`src/rtl/lane_ila_pkg.sv`:
```
package lane_ila_pkg;

  localparam int OCT_W   = 8;
  localparam int REC_LEN = 14;
  localparam int KF_W    = 13;   // frames(32) x octets(256) - 1 fits
  localparam int NFLD    = 16;

  localparam logic [OCT_W-1:0] CH_COMMA = 8'hBC;
  localparam logic [OCT_W-1:0] CH_START = 8'h1C;
  localparam logic [OCT_W-1:0] CH_ALIGN = 8'h7C;
  localparam logic [OCT_W-1:0] CH_CFG   = 8'h9C;

  typedef enum logic [1:0] {
    MODE_OFF  = 2'b00,
    MODE_ONCE = 2'b01,
    MODE_LOOP = 2'b10,
    MODE_RSVD = 2'b11
  } seq_mode_e;

  typedef enum logic [1:0] {
    ST_SYNC  = 2'd0,
    ST_ALIGN = 2'd1,
    ST_DATA  = 2'd2
  } seq_state_e;

  typedef struct packed {
    logic [7:0] dev_id;
    logic [3:0] bank_id;
    logic [4:0] lane_id;
    logic       scr;
    logic [4:0] lanes_m1;
    logic [7:0] octs_m1;
    logic [4:0] frms_m1;
    logic [7:0] convs_m1;
    logic [4:0] res_m1;
    logic [4:0] smpw_m1;
    logic [1:0] ctl_bits;
    logic [4:0] ctl_words;
    logic [4:0] spc_m1;
    logic       hdens;
    logic [2:0] subcls;
    logic [2:0] ver;
    seq_mode_e  mode;
  } link_cfg_t;

endpackage

```
`src/rtl/ila_cfg_shadow.sv`:
```
module ila_cfg_shadow
  import lane_ila_pkg::*;
(
  input  logic      clk,
  input  logic      rst,
  input  logic      load,
  input  link_cfg_t cfg_in,
  output link_cfg_t cfg_q
);

  link_cfg_t cfg_rst;

  always_comb begin
    cfg_rst         = '0;
    cfg_rst.frms_m1 = 5'd31;      // K = 32 after reset
    cfg_rst.scr     = 1'b1;       // scrambling selected after reset
    cfg_rst.mode    = MODE_ONCE;
  end

  always_ff @(posedge clk) begin
    if (rst) begin
      cfg_q <= cfg_rst;
    end else if (load) begin
      cfg_q <= cfg_in;
    end
  end

endmodule

```
`src/rtl/ila_cfg_check.sv`:
```
module ila_cfg_check
  import lane_ila_pkg::*;
#(
  parameter int MIN_OCTS = 17,
  parameter int MAX_OCTS = 1024,
  parameter int K_STEP   = 4
) (
  input  link_cfg_t        cfg,
  output logic [KF_W-1:0]  kf_m1,
  output logic             bad
);

  localparam int PW = KF_W + 1;
  localparam int KS_W = $clog2(K_STEP);

  logic [PW-1:0] k_val;
  logic [PW-1:0] f_val;
  logic [PW-1:0] kf;
  logic          k_misaligned;

  always_comb begin
    k_val = PW'(cfg.frms_m1) + PW'(1);
    f_val = PW'(cfg.octs_m1) + PW'(1);
    kf    = k_val * f_val;
    kf_m1 = KF_W'(kf - PW'(1));
    k_misaligned = (k_val[KS_W-1:0] != '0);
    bad   = k_misaligned || (kf < PW'(MIN_OCTS)) || (kf > PW'(MAX_OCTS));
  end

endmodule

```
`src/rtl/ila_cfg_record.sv`:
```
module ila_cfg_record
  import lane_ila_pkg::*;
(
  input  link_cfg_t        cfg,
  input  logic [3:0]       sel,
  output logic [OCT_W-1:0] rec_oct
);

  logic [OCT_W-1:0] fld [NFLD];
  logic [OCT_W-1:0] fsum;
  logic [OCT_W-1:0] rec [REC_LEN];

  // Unpacked fields, each zero-extended, for the modulo-256 sum
  always_comb begin
    fld[0]  = cfg.dev_id;
    fld[1]  = OCT_W'(cfg.bank_id);
    fld[2]  = OCT_W'(cfg.lane_id);
    fld[3]  = OCT_W'(cfg.scr);
    fld[4]  = OCT_W'(cfg.lanes_m1);
    fld[5]  = cfg.octs_m1;
    fld[6]  = OCT_W'(cfg.frms_m1);
    fld[7]  = cfg.convs_m1;
    fld[8]  = OCT_W'(cfg.ctl_bits);
    fld[9]  = OCT_W'(cfg.res_m1);
    fld[10] = OCT_W'(cfg.smpw_m1);
    fld[11] = OCT_W'(cfg.subcls);
    fld[12] = OCT_W'(cfg.spc_m1);
    fld[13] = OCT_W'(cfg.ver);
    fld[14] = OCT_W'(cfg.ctl_words);
    fld[15] = OCT_W'(cfg.hdens);
  end

  always_comb begin
    fsum = '0;
    for (int i = 0; i < NFLD; i++) begin
      fsum = fsum + fld[i];
    end
  end

  // Packed octets; order is decoded by the receiver
  always_comb begin
    rec[0]  = cfg.dev_id;
    rec[1]  = {4'b0, cfg.bank_id};
    rec[2]  = {3'b0, cfg.lane_id};
    rec[3]  = {cfg.scr, 2'b0, cfg.lanes_m1};
    rec[4]  = cfg.octs_m1;
    rec[5]  = {3'b0, cfg.frms_m1};
    rec[6]  = cfg.convs_m1;
    rec[7]  = {cfg.ctl_bits, 1'b0, cfg.res_m1};
    rec[8]  = {cfg.subcls, cfg.smpw_m1};
    rec[9]  = {cfg.ver, cfg.spc_m1};
    rec[10] = {cfg.hdens, 2'b0, cfg.ctl_words};
    rec[11] = '0;
    rec[12] = '0;
    rec[13] = fsum;
  end

  always_comb begin
    rec_oct = '0;
    for (int i = 0; i < REC_LEN; i++) begin
      if (sel == 4'(i)) rec_oct = rec[i];
    end
  end

endmodule

```
`src/rtl/ila_octet_timer.sv`:
```
module ila_octet_timer
  import lane_ila_pkg::*;
(
  input  logic            clk,
  input  logic            rst,
  input  logic [KF_W-1:0] kf_m1,
  output logic [KF_W-1:0] pos,
  output logic            mf_last
);

  assign mf_last = (pos >= kf_m1);

  always_ff @(posedge clk) begin
    if (rst)          pos <= '0;
    else if (mf_last) pos <= '0;
    else              pos <= pos + KF_W'(1);
  end

endmodule

```
`src/rtl/lane_ila_seq.sv`:
```
module lane_ila_seq
  import lane_ila_pkg::*;
#(
  parameter int ALIGN_MF = 4,
  parameter int CFG_MF   = 1,
  parameter int REC_OFS  = 2
) (
  input  logic       clk,
  input  logic       rst,
  input  logic       sync_req,
  input  logic [1:0] seq_mode,
  input  logic       scr_cfg,
  input  logic [7:0] dev_id,
  input  logic [3:0] bank_id,
  input  logic [4:0] lane_id,
  input  logic [4:0] lanes_m1,
  input  logic [7:0] octs_m1,
  input  logic [4:0] frms_m1,
  input  logic [7:0] convs_m1,
  input  logic [4:0] res_m1,
  input  logic [4:0] smpw_m1,
  input  logic [1:0] ctl_bits,
  input  logic [4:0] ctl_words,
  input  logic [4:0] spc_m1,
  input  logic       hdens,
  input  logic [2:0] subcls,
  input  logic [2:0] ver,
  input  logic [7:0] pl_octet,
  output logic [7:0] tx_octet,
  output logic       tx_ctrl,
  output logic       scr_on,
  output logic       cfg_err
);

  localparam int MF_W    = (ALIGN_MF > 1) ? $clog2(ALIGN_MF) : 1;
  localparam int REC_END = REC_OFS + REC_LEN - 1;

  link_cfg_t        cfg_in;
  link_cfg_t        cfg;
  logic [KF_W-1:0]  kf_m1;
  logic             bad_cfg;
  logic [KF_W-1:0]  pos;
  logic             mf_last;
  logic [3:0]       rec_sel;
  logic [OCT_W-1:0] rec_oct;

  seq_state_e       state;
  logic [MF_W-1:0]  mf_idx;

  logic [OCT_W-1:0] nx_octet;
  logic             nx_ctrl;
  logic             nx_scr;

  always_comb begin
    cfg_in.dev_id    = dev_id;
    cfg_in.bank_id   = bank_id;
    cfg_in.lane_id   = lane_id;
    cfg_in.scr       = scr_cfg;
    cfg_in.lanes_m1  = lanes_m1;
    cfg_in.octs_m1   = octs_m1;
    cfg_in.frms_m1   = frms_m1;
    cfg_in.convs_m1  = convs_m1;
    cfg_in.res_m1    = res_m1;
    cfg_in.smpw_m1   = smpw_m1;
    cfg_in.ctl_bits  = ctl_bits;
    cfg_in.ctl_words = ctl_words;
    cfg_in.spc_m1    = spc_m1;
    cfg_in.hdens     = hdens;
    cfg_in.subcls    = subcls;
    cfg_in.ver       = ver;
    cfg_in.mode      = seq_mode_e'(seq_mode);
  end

  ila_cfg_shadow u_shadow (
    .clk    (clk),
    .rst    (rst),
    .load   (sync_req),
    .cfg_in (cfg_in),
    .cfg_q  (cfg)
  );

  ila_cfg_check u_check (
    .cfg   (cfg),
    .kf_m1 (kf_m1),
    .bad   (bad_cfg)
  );

  ila_octet_timer u_timer (
    .clk     (clk),
    .rst     (rst),
    .kf_m1   (kf_m1),
    .pos     (pos),
    .mf_last (mf_last)
  );

  assign rec_sel = 4'(pos - KF_W'(REC_OFS));

  ila_cfg_record u_record (
    .cfg     (cfg),
    .sel     (rec_sel),
    .rec_oct (rec_oct)
  );

  // Sequence control: changes take effect at the multiframe boundary
  always_ff @(posedge clk) begin
    if (rst) begin
      state  <= ST_SYNC;
      mf_idx <= '0;
    end else if (sync_req) begin
      state  <= ST_SYNC;
      mf_idx <= '0;
    end else if (mf_last) begin
      case (state)
        ST_SYNC: begin
          mf_idx <= '0;
          state  <= (cfg.mode == MODE_OFF) ? ST_DATA : ST_ALIGN;
        end
        ST_ALIGN: begin
          if (mf_idx == MF_W'(ALIGN_MF - 1)) begin
            mf_idx <= '0;
            if (cfg.mode != MODE_LOOP) state <= ST_DATA;
          end else begin
            mf_idx <= mf_idx + MF_W'(1);
          end
        end
        default: state <= ST_DATA;
      endcase
    end
  end

  // Octet selection for the current position
  always_comb begin
    nx_octet = CH_COMMA;
    nx_ctrl  = 1'b1;
    nx_scr   = 1'b0;
    case (state)
      ST_DATA: begin
        nx_octet = pl_octet;
        nx_ctrl  = 1'b0;
        nx_scr   = cfg.scr;
      end
      ST_ALIGN: begin
        if (pos == '0) begin
          nx_octet = CH_START;
        end else if (mf_last) begin
          nx_octet = CH_ALIGN;
        end else if (mf_idx == MF_W'(CFG_MF) && pos == KF_W'(REC_OFS - 1)) begin
          nx_octet = CH_CFG;
        end else if (mf_idx == MF_W'(CFG_MF) && pos >= KF_W'(REC_OFS) &&
                     pos <= KF_W'(REC_END)) begin
          nx_octet = rec_oct;
          nx_ctrl  = 1'b0;
        end else begin
          nx_octet = pos[OCT_W-1:0];
          nx_ctrl  = 1'b0;
        end
      end
      default: ;
    endcase
  end

  always_ff @(posedge clk) begin
    if (rst) begin
      tx_octet <= CH_COMMA;
      tx_ctrl  <= 1'b1;
      scr_on   <= 1'b0;
      cfg_err  <= 1'b0;
    end else begin
      tx_octet <= nx_octet;
      tx_ctrl  <= nx_ctrl;
      scr_on   <= nx_scr;
      cfg_err  <= bad_cfg;
    end
  end

endmodule

```
`config.mk`:
```
export PLATFORM = sky130hd
export DESIGN_NAME = lane_ila_seq
export DESIGN_NICKNAME = d
export VERILOG_FILES = /design/src/rtl/lane_ila_pkg.sv /design/src/rtl/ila_cfg_shadow.sv /design/src/rtl/ila_cfg_check.sv /design/src/rtl/ila_cfg_record.sv /design/src/rtl/ila_octet_timer.sv /design/src/rtl/lane_ila_seq.sv
export SDC_FILE = /design/constraint.sdc
export NUM_CORES = 1
export LEC_CHECK = 0
export ABC_CLOCK_PERIOD_IN_PS = 8400
export BUFFER_PORTS_ARGS = -buffer_cell sky130_fd_sc_hd__buf_4
export CAP_MARGIN = 20
export CORE_ASPECT_RATIO = 0.7
export CORE_UTILIZATION = 30
export DETAILED_ROUTE_END_ITERATION = 10
export PLACE_DENSITY_LB_ADDON = 0.3
export SYNTH_ARGS = -nofsm -noshare
export SYNTH_HDL_FRONTEND = slang
export SYNTH_SLANG_ARGS = --single-unit
```
`constraint.sdc`:
```
create_clock -name clk -period 8.4 [get_ports clk]
set_input_delay 0.42 -clock clk [delete_from_list [all_inputs] [get_ports clk]]
set_output_delay 0.42 -clock clk [all_outputs]
set_load 0.02 [all_outputs]
```
==> qor.yml, run 1 <==
drt_iter0_drc: 557
root_buffer: "clkbuf_16"
ys_warn_count: 0
ys_types: 67
synthTopCellsByArea: "dfxtp_1 23%, fa_1 19%, ha_1 9.5%"
finalNonFillerCells: 1448
grt_use_met2_pct: 24.2
startpoint_type: "flop"
slowest_delay_ns: 0.66
fin_tns_setup_ns: 0
worstPathCellList: "ha_1 -> nand3_1 -> xor2_1 -> nand2b_1 -> fa_1 -> fa_1 -> fa_1 -> inv_1 -> ha_1 -> a21oi_1 -> nor3_1 -> or3b_2 -> a211oi_2 -> nor4b_2 -> xor2_1 -> ha_1 -> a2111oi_0 -> o21ai_0 -> a21oi_1 -> a41o_1 -> nand2_1 -> nor2_1"
synth-main-ff-cell: "dfxtp_1"
setup_viol: 0
fin_total_pwr_mw: 2.20
yosysMostFrequentCell: "nor2_1"
nFillCells: 3015
clock_skew_ns: 0.00831
postRouteAntennaNets: 0
dieArea_um2: 30300
required_ns: 8.71
clk_latency_ns: 0.38
synth_seq_cells: 103
final_util_pct: 35.4
crit_arrival_ns: 7.83
io_buffer_count: 96
whs_ns: 0.255
fin_crit_ns: 7.53
muxShareOfSynthArea_pct: 8.48
final_area_um2: 10200
syn_nets: 1230
yosysSeqAreaShare_pct: 23.3
cts-resized-gates: 0
slew_headroom_pct: 37.1
hpwl_mm: 21.3
clk_path_buf_depth: 2
synth_xor_xnor_area_share_pct: 4.84
hold_class: "in2reg"
cts_tree: "done"
post_cts_buffers: 0
crit_type: "reg2reg"
grt_pass1_wl_mm: 42.0
grt.busiest_layer: "met1"
syn_inst: 994
die_h_um: 146
synth_top_family_by_area: "adder cells"
synth_largest_area_cell: "dfxtp_1"
critical_path.top_delay_family: "adder cells"
ctsHtreeMaxLevel: 3
drv_slew: 0
synth_edf_count: 0
max_freq_ghz: 0.133
syn_area_per_cell_um2: 8.92
clock-sinks: 103
synth-adder-area-share_pct: 28.2
synth_commonest_cells: "151 x nor2_1, 103 x dfxtp_1, 97 x inv_1"
wl_per_cell_um: 18.3
fin_ws_ns: 0.872
grt_max_degree: 77
post-route-period-util_pct: 89.6
grt_setup_unrepaired: "no"
drcViolationCount: 0
chipWidth_um: 207
leakage_nw: 4.62
start_util_pct: 30.6
synthArstFlopShare_pct: 0
rows: 52
syn_area_um2: 8870
grtUsageTotal_pct: 18.1
status: "finished, final reports clean"
placed_cells: 1432
worstMarginPinSlew_ns: 0.937
crit_slowest_cell: "dfxtp_1"
wirelength_mm: 26.5
crit_fanout: 15
synth-simple-area-share_pct: 17.0
first_global_vias: 7148
finalNetCount: 1301
antenna_found_initial: 0
hold_violations: 0
place_ws_ns: 0.894
synth_top_area_share_pct: 23.3
via_per_inst: 5.06
ios: 97
gp_congestion: 0.913
powerDensity_nw_per_um2: 215
grt-ovfl-total: 0
met1_usage_pct: 28.9
cts_hold_buf: 0
drive_above_1_share_pct: 13.2
max-vdd-ir-drop_v: 0.000146
cts_inserted_buffers: 9
diodes: 0
use_met3_pct: 4.19
first_pass_iters: 5
drv_cap: 0
core_um2: 29000
end_kind: "flop"
crit_buf_inv: 1
place_area_um2: 9940
synth-compound-area-share_pct: 12.3
syn2layout_area_growth_pct: 15.5
path_clk_slew_ns: 0.09
vias: 7334
==> kinds of logic after synthesis <==
kind of cell,count (synthesis)
flip-flops,103
XOR/XNOR,49
buffers and inverters,138
AND/OR/NAND/NOR,323
multiplexers,75
adder cells (fa/ha/maj),150
AO/OA/AOI/OAI,156
==> state kept, by name, indices dropped and copies added (netlist names) <==
signal / flops
tx_octet: 8
state: 2
mf_idx: 2
u_timer.pos: 13
tx_ctrl: 1
u_shadow.cfg_q: 75
scr_on: 1
cfg_err: 1
==> worst reg2reg max path: cells and delay by family (launching register included) <==
kind	cells	cell delay [ns]
buf+inv	1	0.04
fa+ha+maj	6	2.46
compound gates	6	1.83
flops	1	0.66
xor+xnor	2	0.74
simple gates	7	1.74
==> placed cells by master, fill, tap and decap left out, types with 12 or more instances in the layout <==
cell type / synthesis / routed
nand2_1: 62 / 62
inv_1: 97 / 97
nor2_1: 151 / 151
mux2i_1: 74 / 74
xnor2_1: 26 / 26
buf_4: 0 / 101
o21ai_0: 31 / 31
and3_1: 12 / 12
nand3_1: 28 / 28
ha_1: 67 / 67
dfxtp_1: 103 / 103
xor2_1: 23 / 23
or2_2: 13 / 13
a21oi_1: 26 / 26
fa_1: 83 / 83
==> per-layer routing <==
layer | vias up | share of wire (%) | wire, µm
li1 | 3542 | - | -
met1 | 3538 | 54 | 14300
met2 | 236 | 38 | 10200
met3 | 18 | 7.0 | 1850
met4 | 0 | 0.73 | 193
met5 | - | 0 | 0
==> final timing paths <==
path / startpoint / slack [ns] / depth (start not counted) / end
setup / recovery: u_shadow.cfg_q[39]$_SDFFE_PP1P_ / 0.87 / 22 / u_timer.pos[6]$_SDFF_PP0_
hold reg to reg: mf_idx[1]$_SDFFE_PP0P_ / 0.52 / 2 / mf_idx[1]$_SDFFE_PP0P_
setup reg to reg: u_shadow.cfg_q[39]$_SDFFE_PP1P_ / 0.87 / 22 / u_timer.pos[6]$_SDFF_PP0_
hold / removal: frms_m1[3] / 0.25 / 3 / u_shadow.cfg_q[42]$_SDFFE_PP1P_
==> layout make-up <==
| type | count | area [µm²] | area share [%] |
|---|---|---|---|
| clock buffers | 10 | 239 | 2.33 |
| clock inverters | 6 | 61.3 | 0.599 |
| inverters | 97 | 364 | 3.56 |
| multi-input cells | 753 | 6280 | 61.3 |
| flip-flops and latches | 103 | 2060 | 20.1 |
| well taps | 378 | 473 | 4.62 |
| repair buffers | 101 | 758 | 7.41 |
==> power by group <==
part           internal, mW  total [mW]  switching (mW)  leakage (nW)
logic                 0.509        1.20           0.695          3.62
clock network         0.218       0.440           0.223         0.150
registers             0.513       0.554          0.0413         0.846
total                  1.24        2.20           0.960          4.62
(Power assumes the default switching activity.)
==> run 2: changes to the inputs <==
Settings changed: SYNTH_HIERARCHICAL set to 1.
==> run 2 against run 1 <==
  * Worst setup slack better by 0.045 ns
  * Flip-flop and latch count unchanged
  * Cell area rose by 4.2%
  * Cell count grew 7.7%
  * Largest power group unchanged
  * Wire length increased by 0.60%
  * Via count grew 3.9%
==> qor.yml, run 2 <==
reg2reg_setup_slack_ns: 0.92
vias: 7621
clock_skew_ns: 0.00917
multi_input_area_um2: 6380
final_cell_mix: "178 x inv_1, 133 x nor2_1, 103 x dfxtp_1"
cts_hold_buf: 0
core_um2: 30500
grt.busiest_layer: "met1"
synth_edf_count: 0
syn_nets: 1305
grt_pass1_wl_mm: 42.2
first_global_vias: 7344
ys_warn_count: 6
drive_above_1_share_pct: 14.0
layout_commonest_cell: "inv_1"
clock_power_share_pct: 18.2
die_h_um: 150
synthTopCellsByArea: "dfxtp_1 22%, fa_1 18%, ha_1 8.3%"
finalNonFillerCells: 1559
synth_commonest_cells: "178 x inv_1, 133 x nor2_1, 103 x dfxtp_1"
start_util_pct: 31.0
grt-ovfl-total: 0
root_buffer: "clkbuf_16"
place_area_um2: 10400
drcViolationCount: 0
postRouteAntennaNets: 0
setup_viol: 0
hold_violations: 0
powerDensity_nw_per_um2: 210
crit_type: "reg2reg"
path_clk_slew_ns: 0.07
max_freq_ghz: 0.134
final_area_um2: 10700
clk_path_buf_depth: 2
reg.largest.list: "u_shadow/cfg_q x75, u_timer/pos x13, tx_octet x8"
ys_types: 79
slowest_delay_ns: 0.68
wirelength_mm: 26.7
endpoint: "tx_octet[4]$_SDFF_PP1_"
worstMarginPinSlew_ns: 1.00
met1_usage_pct: 26.3
syn_area_um2: 9450
drv_slew: 0
p_comb_share_pct: 57.2
yosysSeqAreaShare_pct: 21.8
drv_cap: 0
switching_power_uw: 991
gp_congestion: 0.896
fin_total_pwr_mw: 2.24
r2r-start: "u_shadow/cfg_q[39]$_SDFFE_PP1P_"
power.internal_mw: 1.25
synthArstFlopShare_pct: 0
hold_class: "in2reg"
via_per_inst: 4.89
fin_crit_ns: 7.48
required_ns: 8.64
synth_top_area_share_pct: 21.8
clk_latency_ns: 0.38
post-route-period-util_pct: 89.1
syn_area_per_cell_um2: 8.81
grtUsageTotal_pct: 17.2
crit_buf_inv: 3
use_met3_pct: 4.20
placed_cells: 1543
diodes: 0
chipWidth_um: 214
fin_tns_setup_ns: 0
yosysMostFrequentCell: "inv_1"
dieArea_um2: 32200
grt_setup_unrepaired: "no"
synth_seq_cells: 103
first_pass_iters: 5
rows: 53
worstPathCellList: "ha_1 -> nand3_1 -> xnor2_1 -> nor2_1 -> fa_1 -> fa_1 -> inv_1 -> fa_1 -> inv_1 -> ha_1 -> and3_2 -> a221oi_2 -> xnor2_1 -> nor3_4 -> and4bb_2 -> xor2_1 -> inv_1 -> ha_1 -> and4_1 -> nand2_1 -> a31oi_1 -> a211o_4 -> a2111oi_0 -> o21ai_0"
seqCellArea_um2: 2060
leakage_nw: 4.99
hpwl_mm: 21.1
end_kind: "flop"
regToRegEndpoint: "tx_octet[4]$_SDFF_PP1_"
grt_max_degree: 86
crit_slowest_cell: "dfxtp_1"
synth_largest_area_cell: "dfxtp_1"
slew_headroom_pct: 33.3
io_buffer_count: 96
p_seq_share_pct: 24.7
crit_fanout: 22
finalNetCount: 1374
cts_tree: "done"
crit_arrival_ns: 7.72
clock-sinks: 103
wl_per_cell_um: 17.1
status: "finished, final reports clean"
cts-resized-gates: 0
ios: 97
crit_start: "u_shadow/cfg_q[39]$_SDFFE_PP1P_"
post_cts_buffers: 0
antenna_found_initial: 2
cts_inserted_buffers: 9
max-vdd-ir-drop_v: 0.000161
crit_cells: 24
ctsHtreeMaxLevel: 3
startpoint_type: "flop"
nFillCells: 3197
switching_share_pct: 44.2
grt_use_met2_pct: 23.6
syn2layout_area_growth_pct: 12.9
largest_reg_flops: 75
critical_path.top_delay_family: "adder cells"
top_register: "u_shadow/cfg_q"
drt_iter0_drc: 713
syn_inst: 1073
synth-main-ff-cell: "dfxtp_1"
worstRegToRegCells: 24
-- run 2: logic make-up (layout without fill, tap and decap cells) --
logic type                 after synthesis  in the layout  share of synthesized area, %
and+or+nand+nor                        305            305                          15.8
adders and majority gates              146            146                          25.9
xor gates and xnor gates                52             52                          4.82
AOI/OAI and AO/OA                      159            159                          11.7
muxes                                   85             85                          9.35
buffers and inverters                  223            297                          10.6
DFF                                    103            103                          21.8
-- run 2: cell type report --
class / count / area share, %
clock inverters: 4 / 0.282
multi-input cells: 747 / 59.9
flip-flops and latches: 103 / 19.3
clock buffers: 12 / 2.22
inverters: 179 / 6.30
repair buffers: 102 / 7.18
well taps: 412 / 4.83
-- run 2: worst min path at each step --
| stage | from | endpoint | depth (start not counted) |
|---|---|---|---|
| 6_report | frms_m1[3] | u_shadow/cfg_q[42]$_SDFFE_PP1P_ | 2 |
| 5_1_grt | frms_m1[2] | u_shadow/cfg_q[41]$_SDFFE_PP1P_ | 2 |
| 4_1_cts | frms_m1[3] | u_shadow/cfg_q[42]$_SDFFE_PP1P_ | 2 |
| 3_5_place_dp | u_shadow/cfg_q[3]$_SDFFE_PP0P_ | u_shadow/cfg_q[3]$_SDFFE_PP0P_ | 2 |
| 3_3_place_gp | u_shadow/cfg_q[15]$_SDFFE_PP0P_ | u_shadow/cfg_q[15]$_SDFFE_PP0P_ | 2 |
| 2_1_floorplan | u_shadow/cfg_q[13]$_SDFFE_PP0P_ | u_shadow/cfg_q[13]$_SDFFE_PP0P_ | 2 |
-- run 2: power by group through the flow --
| stage | Clock, mW | Combinational [mW] | Sequential [mW] |
|---|---|---|---|
| 4_1_cts | 0.428 | 1.28 | 0.554 |
| 3_5_place_dp | 0 | 1.26 | 0.565 |
| 2_1_floorplan | 0 | 0.971 | 0.548 |
| 3_3_place_gp | 0 | 1.25 | 0.564 |
| 6_report | 0.407 | 1.28 | 0.553 |
| 5_1_grt | 0.443 | 1.46 | 0.557 |
-- run 2: routing by layer --
metal / part of all wire [%] / routed length, µm
met3: 6.5 / 1730
met5: 0.034 / 9
met1: 53 / 14000
met4: 1.2 / 310
met2: 40 / 10600
-- run 2: metrics by stage --
stage	hold WS, ns	util (%)	setup slack (ns)
floorplan	0.460	-	1.77
global placement	0.479	34.1	1.14
detailed placement	0.488	34.1	1.02
CTS	0.227	35.0	0.961
global route	0.231	35.0	0.524
finish	0.246	35.0	0.918
